`src/rtl/pwm_pkg.sv`:
```
package pwm_pkg;

  localparam int AW = 6;

  localparam logic [AW-1:0] A_PERIOD = 6'h00;
  localparam logic [AW-1:0] A_CTRL   = 6'h01;

  typedef enum logic [1:0] {
    SEL_NONE,
    SEL_PERIOD,
    SEL_CTRL,
    SEL_CHAN
  } regsel_e;

  typedef struct packed {
    regsel_e    sel;
    logic [3:0] ch;
    logic       is_fall;
  } dec_t;

  function automatic dec_t decode_addr(input logic [AW-1:0] a, input int nch);
    dec_t d;
    d.sel     = SEL_NONE;
    d.ch      = a[4:1];
    d.is_fall = a[0];
    if (a == A_PERIOD)                     d.sel = SEL_PERIOD;
    else if (a == A_CTRL)                  d.sel = SEL_CTRL;
    else if (a[5] && (int'(a[4:1]) < nch)) d.sel = SEL_CHAN;
    return d;
  endfunction

endpackage

```
`src/rtl/pwm_timebase.sv`:
```
module pwm_timebase #(
  parameter int CW = 8
) (
  input  logic          clk,
  input  logic          rst,
  input  logic [CW-1:0] period,
  output logic [CW-1:0] cnt,
  output logic          wrap
);

  assign wrap = (cnt >= period);

  always_ff @(posedge clk) begin
    if (rst)       cnt <= '0;
    else if (wrap) cnt <= '0;
    else           cnt <= cnt + 1'b1;
  end

endmodule

```
`src/rtl/pwm_chan.sv`:
```
module pwm_chan #(
  parameter int CW         = 8,
  parameter bit HAS_SHADOW = 1'b0
) (
  input  logic          clk,
  input  logic          rst,
  input  logic          sync_en,
  input  logic          wrap,
  input  logic [CW-1:0] cnt,
  input  logic          wr_rise,
  input  logic          wr_fall,
  input  logic [CW-1:0] wdata,
  output logic [CW-1:0] rd_rise,
  output logic [CW-1:0] rd_fall,
  output logic          pwm_o
);

  logic [CW-1:0] act_rise;
  logic [CW-1:0] act_fall;

  generate
    if (HAS_SHADOW) begin : g_shadow
      logic [CW-1:0] buf_rise;
      logic [CW-1:0] buf_fall;
      logic [CW-1:0] nxt_rise;
      logic [CW-1:0] nxt_fall;

      assign nxt_rise = wr_rise ? wdata : buf_rise;
      assign nxt_fall = wr_fall ? wdata : buf_fall;

      always_ff @(posedge clk) begin
        if (rst) begin
          buf_rise <= '0;
          buf_fall <= '0;
          act_rise <= '0;
          act_fall <= '0;
        end else begin
          buf_rise <= nxt_rise;
          buf_fall <= nxt_fall;
          if (!sync_en) begin
            act_rise <= nxt_rise;
            act_fall <= nxt_fall;
          end else if (wrap) begin
            act_rise <= buf_rise;
            act_fall <= buf_fall;
          end
        end
      end

      assign rd_rise = buf_rise;
      assign rd_fall = buf_fall;
    end else begin : g_direct
      logic unused_policy;
      assign unused_policy = sync_en ^ wrap;

      always_ff @(posedge clk) begin
        if (rst) begin
          act_rise <= '0;
          act_fall <= '0;
        end else begin
          if (wr_rise) act_rise <= wdata;
          if (wr_fall) act_fall <= wdata;
        end
      end

      assign rd_rise = act_rise;
      assign rd_fall = act_fall;
    end
  endgenerate

  always_ff @(posedge clk) begin
    if (rst) pwm_o <= 1'b0;
    else     pwm_o <= (cnt >= act_rise) && (cnt < act_fall);
  end

endmodule

```
`src/rtl/pwm_bank.sv`:
```
module pwm_bank
  import pwm_pkg::*;
#(
  parameter int              NCH        = 4,
  parameter int              CW         = 8,
  parameter logic [15:0]     SHADOW_EN  = 16'h0005,
  parameter logic [CW-1:0]   PERIOD_RST = '1
) (
  input  logic          clk,
  input  logic          rst,
  input  logic          psel,
  input  logic          penable,
  input  logic          pwrite,
  input  logic [5:0]    paddr,
  input  logic [CW-1:0] pwdata,
  output logic [CW-1:0] prdata,
  output logic [NCH-1:0] pwm_o
);

  logic          wr_en;
  dec_t          adec;
  logic [CW-1:0] period_q;
  logic          sync_q;
  logic [CW-1:0] cnt;
  logic          wrap;
  logic [CW-1:0] rd_rise [NCH];
  logic [CW-1:0] rd_fall [NCH];
  logic [CW-1:0] rmux;

  assign wr_en = psel && penable && pwrite;
  assign adec  = decode_addr(paddr, NCH);

  always_ff @(posedge clk) begin
    if (rst) begin
      period_q <= PERIOD_RST;
      sync_q   <= 1'b0;
    end else if (wr_en) begin
      if (adec.sel == SEL_PERIOD) period_q <= pwdata;
      if (adec.sel == SEL_CTRL)   sync_q   <= pwdata[0];
    end
  end

  pwm_timebase #(.CW(CW)) u_timebase (
    .clk    (clk),
    .rst    (rst),
    .period (period_q),
    .cnt    (cnt),
    .wrap   (wrap)
  );

  generate
    for (genvar c = 0; c < NCH; c++) begin : g_ch
      logic hit;
      assign hit = wr_en && (adec.sel == SEL_CHAN) && (adec.ch == 4'(c));

      pwm_chan #(.CW(CW), .HAS_SHADOW(SHADOW_EN[c])) u_chan (
        .clk     (clk),
        .rst     (rst),
        .sync_en (sync_q),
        .wrap    (wrap),
        .cnt     (cnt),
        .wr_rise (hit && !adec.is_fall),
        .wr_fall (hit &&  adec.is_fall),
        .wdata   (pwdata),
        .rd_rise (rd_rise[c]),
        .rd_fall (rd_fall[c]),
        .pwm_o   (pwm_o[c])
      );
    end
  endgenerate

  always_comb begin
    rmux = '0;
    case (adec.sel)
      SEL_PERIOD: rmux = period_q;
      SEL_CTRL:   rmux = {{(CW-1){1'b0}}, sync_q};
      SEL_CHAN: begin
        for (int i = 0; i < NCH; i++) begin
          if (adec.ch == 4'(i)) rmux = adec.is_fall ? rd_fall[i] : rd_rise[i];
        end
      end
      default:    rmux = '0;
    endcase
  end

  always_ff @(posedge clk) begin
    if (rst) prdata <= '0;
    else     prdata <= rmux;
  end

endmodule

```
`config.mk`:
```
export PLATFORM = sky130hd
export DESIGN_NAME = pwm_bank
export DESIGN_NICKNAME = d
export VERILOG_FILES = /design/src/rtl/pwm_pkg.sv /design/src/rtl/pwm_timebase.sv /design/src/rtl/pwm_chan.sv /design/src/rtl/pwm_bank.sv
export SDC_FILE = /design/constraint.sdc
export NUM_CORES = 1
export LEC_CHECK = 0
export ABC_AREA = 1
export BUFFER_PORTS_ARGS = -buffer_cell sky130_fd_sc_hd__buf_2
export CORE_ASPECT_RATIO = 0.6
export CORE_MARGIN = 3
export CORE_UTILIZATION = 41
export CTS_BUF_LIST = sky130_fd_sc_hd__clkbuf_4 sky130_fd_sc_hd__clkbuf_8
export CTS_CLUSTER_DIAMETER = 120
export DETAILED_ROUTE_END_ITERATION = 10
export REMOVE_ABC_BUFFERS = 1
export SETUP_SLACK_MARGIN = 0.05
export SYNTH_ARGS = -nofsm -noshare
export SYNTH_HDL_FRONTEND = slang
export SYNTH_HIERARCHICAL = 1
export SYNTH_SLANG_ARGS = --single-unit
```
`constraint.sdc`:
```
create_clock -name clk -period 2.45 [get_ports clk]
set_input_delay 0.49 -clock clk [delete_from_list [all_inputs] [get_ports clk]]
set_output_delay 0.49 -clock clk [all_outputs]
set_load 0.02 [all_outputs]
```
==> metrics.md <==
| Metric | Value |
|---|---|
| Status | `finished clean` |
| Sequential fraction of the synthesis area | `32.8%` |
| Critical path startpoint | `period_q[7]$_SDFFE_PP1P_` |
| Hold wc startpoint | `pwdata[1]` |
| Critical Path RT | `2.85 ns` |
| Period utilization | `92.0%` |
| Synth async-reset ratio | `0%` |
| Die area | `20300 um2` |
| Max Slew Vio Count | `0` |
| Total track usage | `22.0%` |
| Number of max-cap violations | `0` |
| DRC | `0` |
| Largest net degree at the start of global routing | `31` |
| Initial antenna violation count | `0` |
| H-tree levels | `4` |
| Unique masters post-synth | `34` |
| CTS tree | `done` |
| Reg-to-reg startpoint | `period_q[7]$_SDFFE_PP1P_` |
| Fmax | `444 MHz` |
| WP buf/inv | `2` |
| FP Rows | `37` |
| Reg clk slew, reported paths | `0.08 ns` |
| Routed vias/inst | `4.86` |
| Post-route setup TNS | `0 ns` |
| Element type at the critical path start | `register` |
| Worst-margin pin slew | `0.789 ns` |
| ANT nets after route | `0` |
| Worst-skew pair later-pin latency | `0.45 ns` |
| FF+latch count, synth | `125` |
| CP max FO | `12` |
| Initial core utilization | `43.1%` |
| Setup repair bufs after CTS | `0` |
| CP max stage delay | `0.48 ns` |
| CP arrival | `2.65 ns` |
| Core area | `17700 um2` |
| Post-detail-place hpwl | `16100 um` |
| DR pass1 iterations | `7` |
| Count leader, synth | `nand2_1` |
| Wire per inst | `15.2 um` |
| Iteration-0 DRC Markers | `562` |
| Critical path type | `register to register` |
| Crit path max-delay family | `simple AND/OR/NAND/NOR gates` |
| Final Hold Violating Endpoints | `0` |
| Yosys top cell area share | `32.8%` |
| Gate Count Post-Synth | `1138` |
| Leakage Power | `4.13 nW` |
| Most used cell along the critical path | `nand2_1` |
| Mapped Avg Cell Area | `6.70 um2` |
| Vias | `6941` |
| Worst Hold Class | `primary input to register` |
| Post-synth EDFFs | `0` |
| Io pins | `31` |
| Skew final | `0.0150 ns` |
| TritonCTS buffer count | `17` |
| Unrepaired setup endpoints after global routing | `yes` |
| CTS sink count | `125` |
| Fill count | `1866` |
| Global-route wire length before repair | `34800 um` |
| Clock root buffer master | `clkbuf_8` |
| Slew Limit Headroom | `47.3%` |
| Slowest CP cell | `or2_2` |
| Dominant synthesized flop cell | `dfxtp_1` |
| Power density over the cells | `535 nW/um2` |
| Die span in x | `182 um` |
| Top post-synthesis cells by area | `dfxtp_1 33%, nand2_1 16%, ha_1 11%, inv_1 9.5%, nor2_1 6.2%` |
| Final period demand of the worst path | `2.25 ns` |
| Port Buffers | `30` |
| RD Place Congestion | `0.923` |
| Final Setup Violations | `0` |
| Final Util | `48.2%` |
| Gr ovfl total | `0` |
| Endpoint type of the worst setup path | `register` |
| # hold bufs at CTS | `0` |
| Peak VDD IR | `299 uV` |
| Area of the mapped netlist | `7620 um2` |
| Crit-path cells | `inv_1 -> ha_1 -> a21o_1 -> nor2_2 -> nand3_1 -> or2_2 -> buf_4 -> o22ai_2 -> nand2_1 -> nand2_1` |
| Diodes inserted | `0` |
| Die height | `112 um` |
| Share of cells above drive strength 1 | `12.6%` |
| Final #Nets | `1270` |
| Dominant cell type by area after synthesis | `dfxtp_1` |
| Yosys warnings | `6` |
| Longest Clk Path Bufs | `2` |
| Total Routed Length | `21700 um` |
| Synth top cells by count | `323 x nand2_1, 192 x inv_1, 125 x dfxtp_1, 125 x nor2_1, 81 x a21oi_1` |
| Layout area overhead | `11.7%` |
| Vias in the first global route | `6350` |
metal layers:
| metal | part of all wire, % | GRT usage [%] | vias to the layer above |
|---|---|---|---|
| li1 | - | - | 3624 |
| met1 | 56 | 34.9 | 3151 |
| met2 | 38 | 29.8 | 151 |
| met3 | 5.5 | 4.93 | 15 |
| met4 | 0.79 | 4.56 | 0 |
| met5 | 0 | 0 | - |
cell type report:
type / instances / area (um2) / share of cell area, %
tap: 234 / 293 / 3.44
timing repair buffer: 58 / 360 / 4.23
multi-input combinational: 770 / 4110 / 48.3
clock buffer: 20 / 275 / 3.23
inverter: 210 / 793 / 9.31
sequential: 125 / 2500 / 29.4
clock inverter: 12 / 185 / 2.17
through the flow:
step                      hold WS [ns]  instance area (um2)  setup WS [ns]  power, mW  std cells
after floorplan                  0.447                 7410          0.160       2.32       1105
after global placement           0.466                 8060          0.226       2.48       1397
final                            0.444                 8520          0.196       4.56       1429
after detailed placement         0.467                 8060          0.154       2.48       1397
after global routing             0.415                 8520         0.0486       4.74       1429
after CTS                        0.414                 8520          0.135       4.59       1429
kinds of logic after synthesis:
kind of cell               synth area share (%)
xor gates and xnor gates                  0.574
and+or+nand+nor                            26.8
buffers and inverters                      13.3
AOI/OAI and AO/OA                          15.2
adders and majority gates                  11.3
DFF                                        32.8
repair_timing:
item	in CTS	in global routing
endpoints found under the setup margin	0	22
endpoints found under the hold margin	0	0
resized for setup	0	2
layout by cell type, fill, tap and decap left out, types with 2 or more instances in the layout:
| cell | instances |
|---|---|
| a21o_1 | 5 |
| a21oi_1 | 81 |
| a21oi_2 | 7 |
| and3_1 | 2 |
| buf_2 | 30 |
| buf_4 | 28 |
| bufinv_16 | 4 |
| clkbuf_8 | 20 |
| clkinv_4 | 5 |
| dfxtp_1 | 125 |
| ha_1 | 69 |
| inv_1 | 192 |
| inv_2 | 15 |
| inv_4 | 2 |
| nand2_1 | 323 |
| nand3_1 | 30 |
| nand3_2 | 2 |
| nand4_4 | 2 |
| nor2_1 | 125 |
| nor2_2 | 6 |
| nor3_1 | 7 |
| o21ai_0 | 70 |
| o21ai_1 | 4 |
| o22ai_1 | 4 |
| o22ai_2 | 20 |
| or2_2 | 2 |
| xnor2_1 | 4 |
flip-flops by register name, summed over array words and instances (netlist names):
register and cells:
sync_q 1, u_timebase/cnt 8, g_ch.u_chan/rd_rise 32, prdata 8
g_ch.u_chan/rd_fall 32, period_q 8, g_ch.u_chan/act_rise 16, g_ch.u_chan/pwm_o 4
g_ch.u_chan/act_fall 16
worst paths after layout:
check | end | slack, ns | cells after the start
max | g_ch[2].u_chan/act_fall[1]$_SDFFE_PP0P_ | 0.20 | 10
min | period_q[1]$_SDFFE_PP1P_ | 0.44 | 3
max reg2reg | g_ch[2].u_chan/act_fall[1]$_SDFFE_PP0P_ | 0.20 | 10
min reg2reg | g_ch[1].u_chan/rd_fall[6]$_SDFFE_PP0P_ | 0.48 | 2
tightest hold or removal path: cells and delay by family:
family                 cells  cell delay, ns
buffers and inverters      1            0.19
AND/OR/NAND/NOR            2            0.15
where the power goes:
| part | leakage, nW | internal [mW] | switching, mW |
|---|---|---|---|
| combinational | 2.90 | 0.119 | 0.271 |
| clock | 0.230 | 1.20 | 0.919 |
| sequential | 1.01 | 2.04 | 0.00449 |
| total | 4.13 | 3.36 | 1.19 |
No activity file was read; power rests on OpenSTA's default activity.
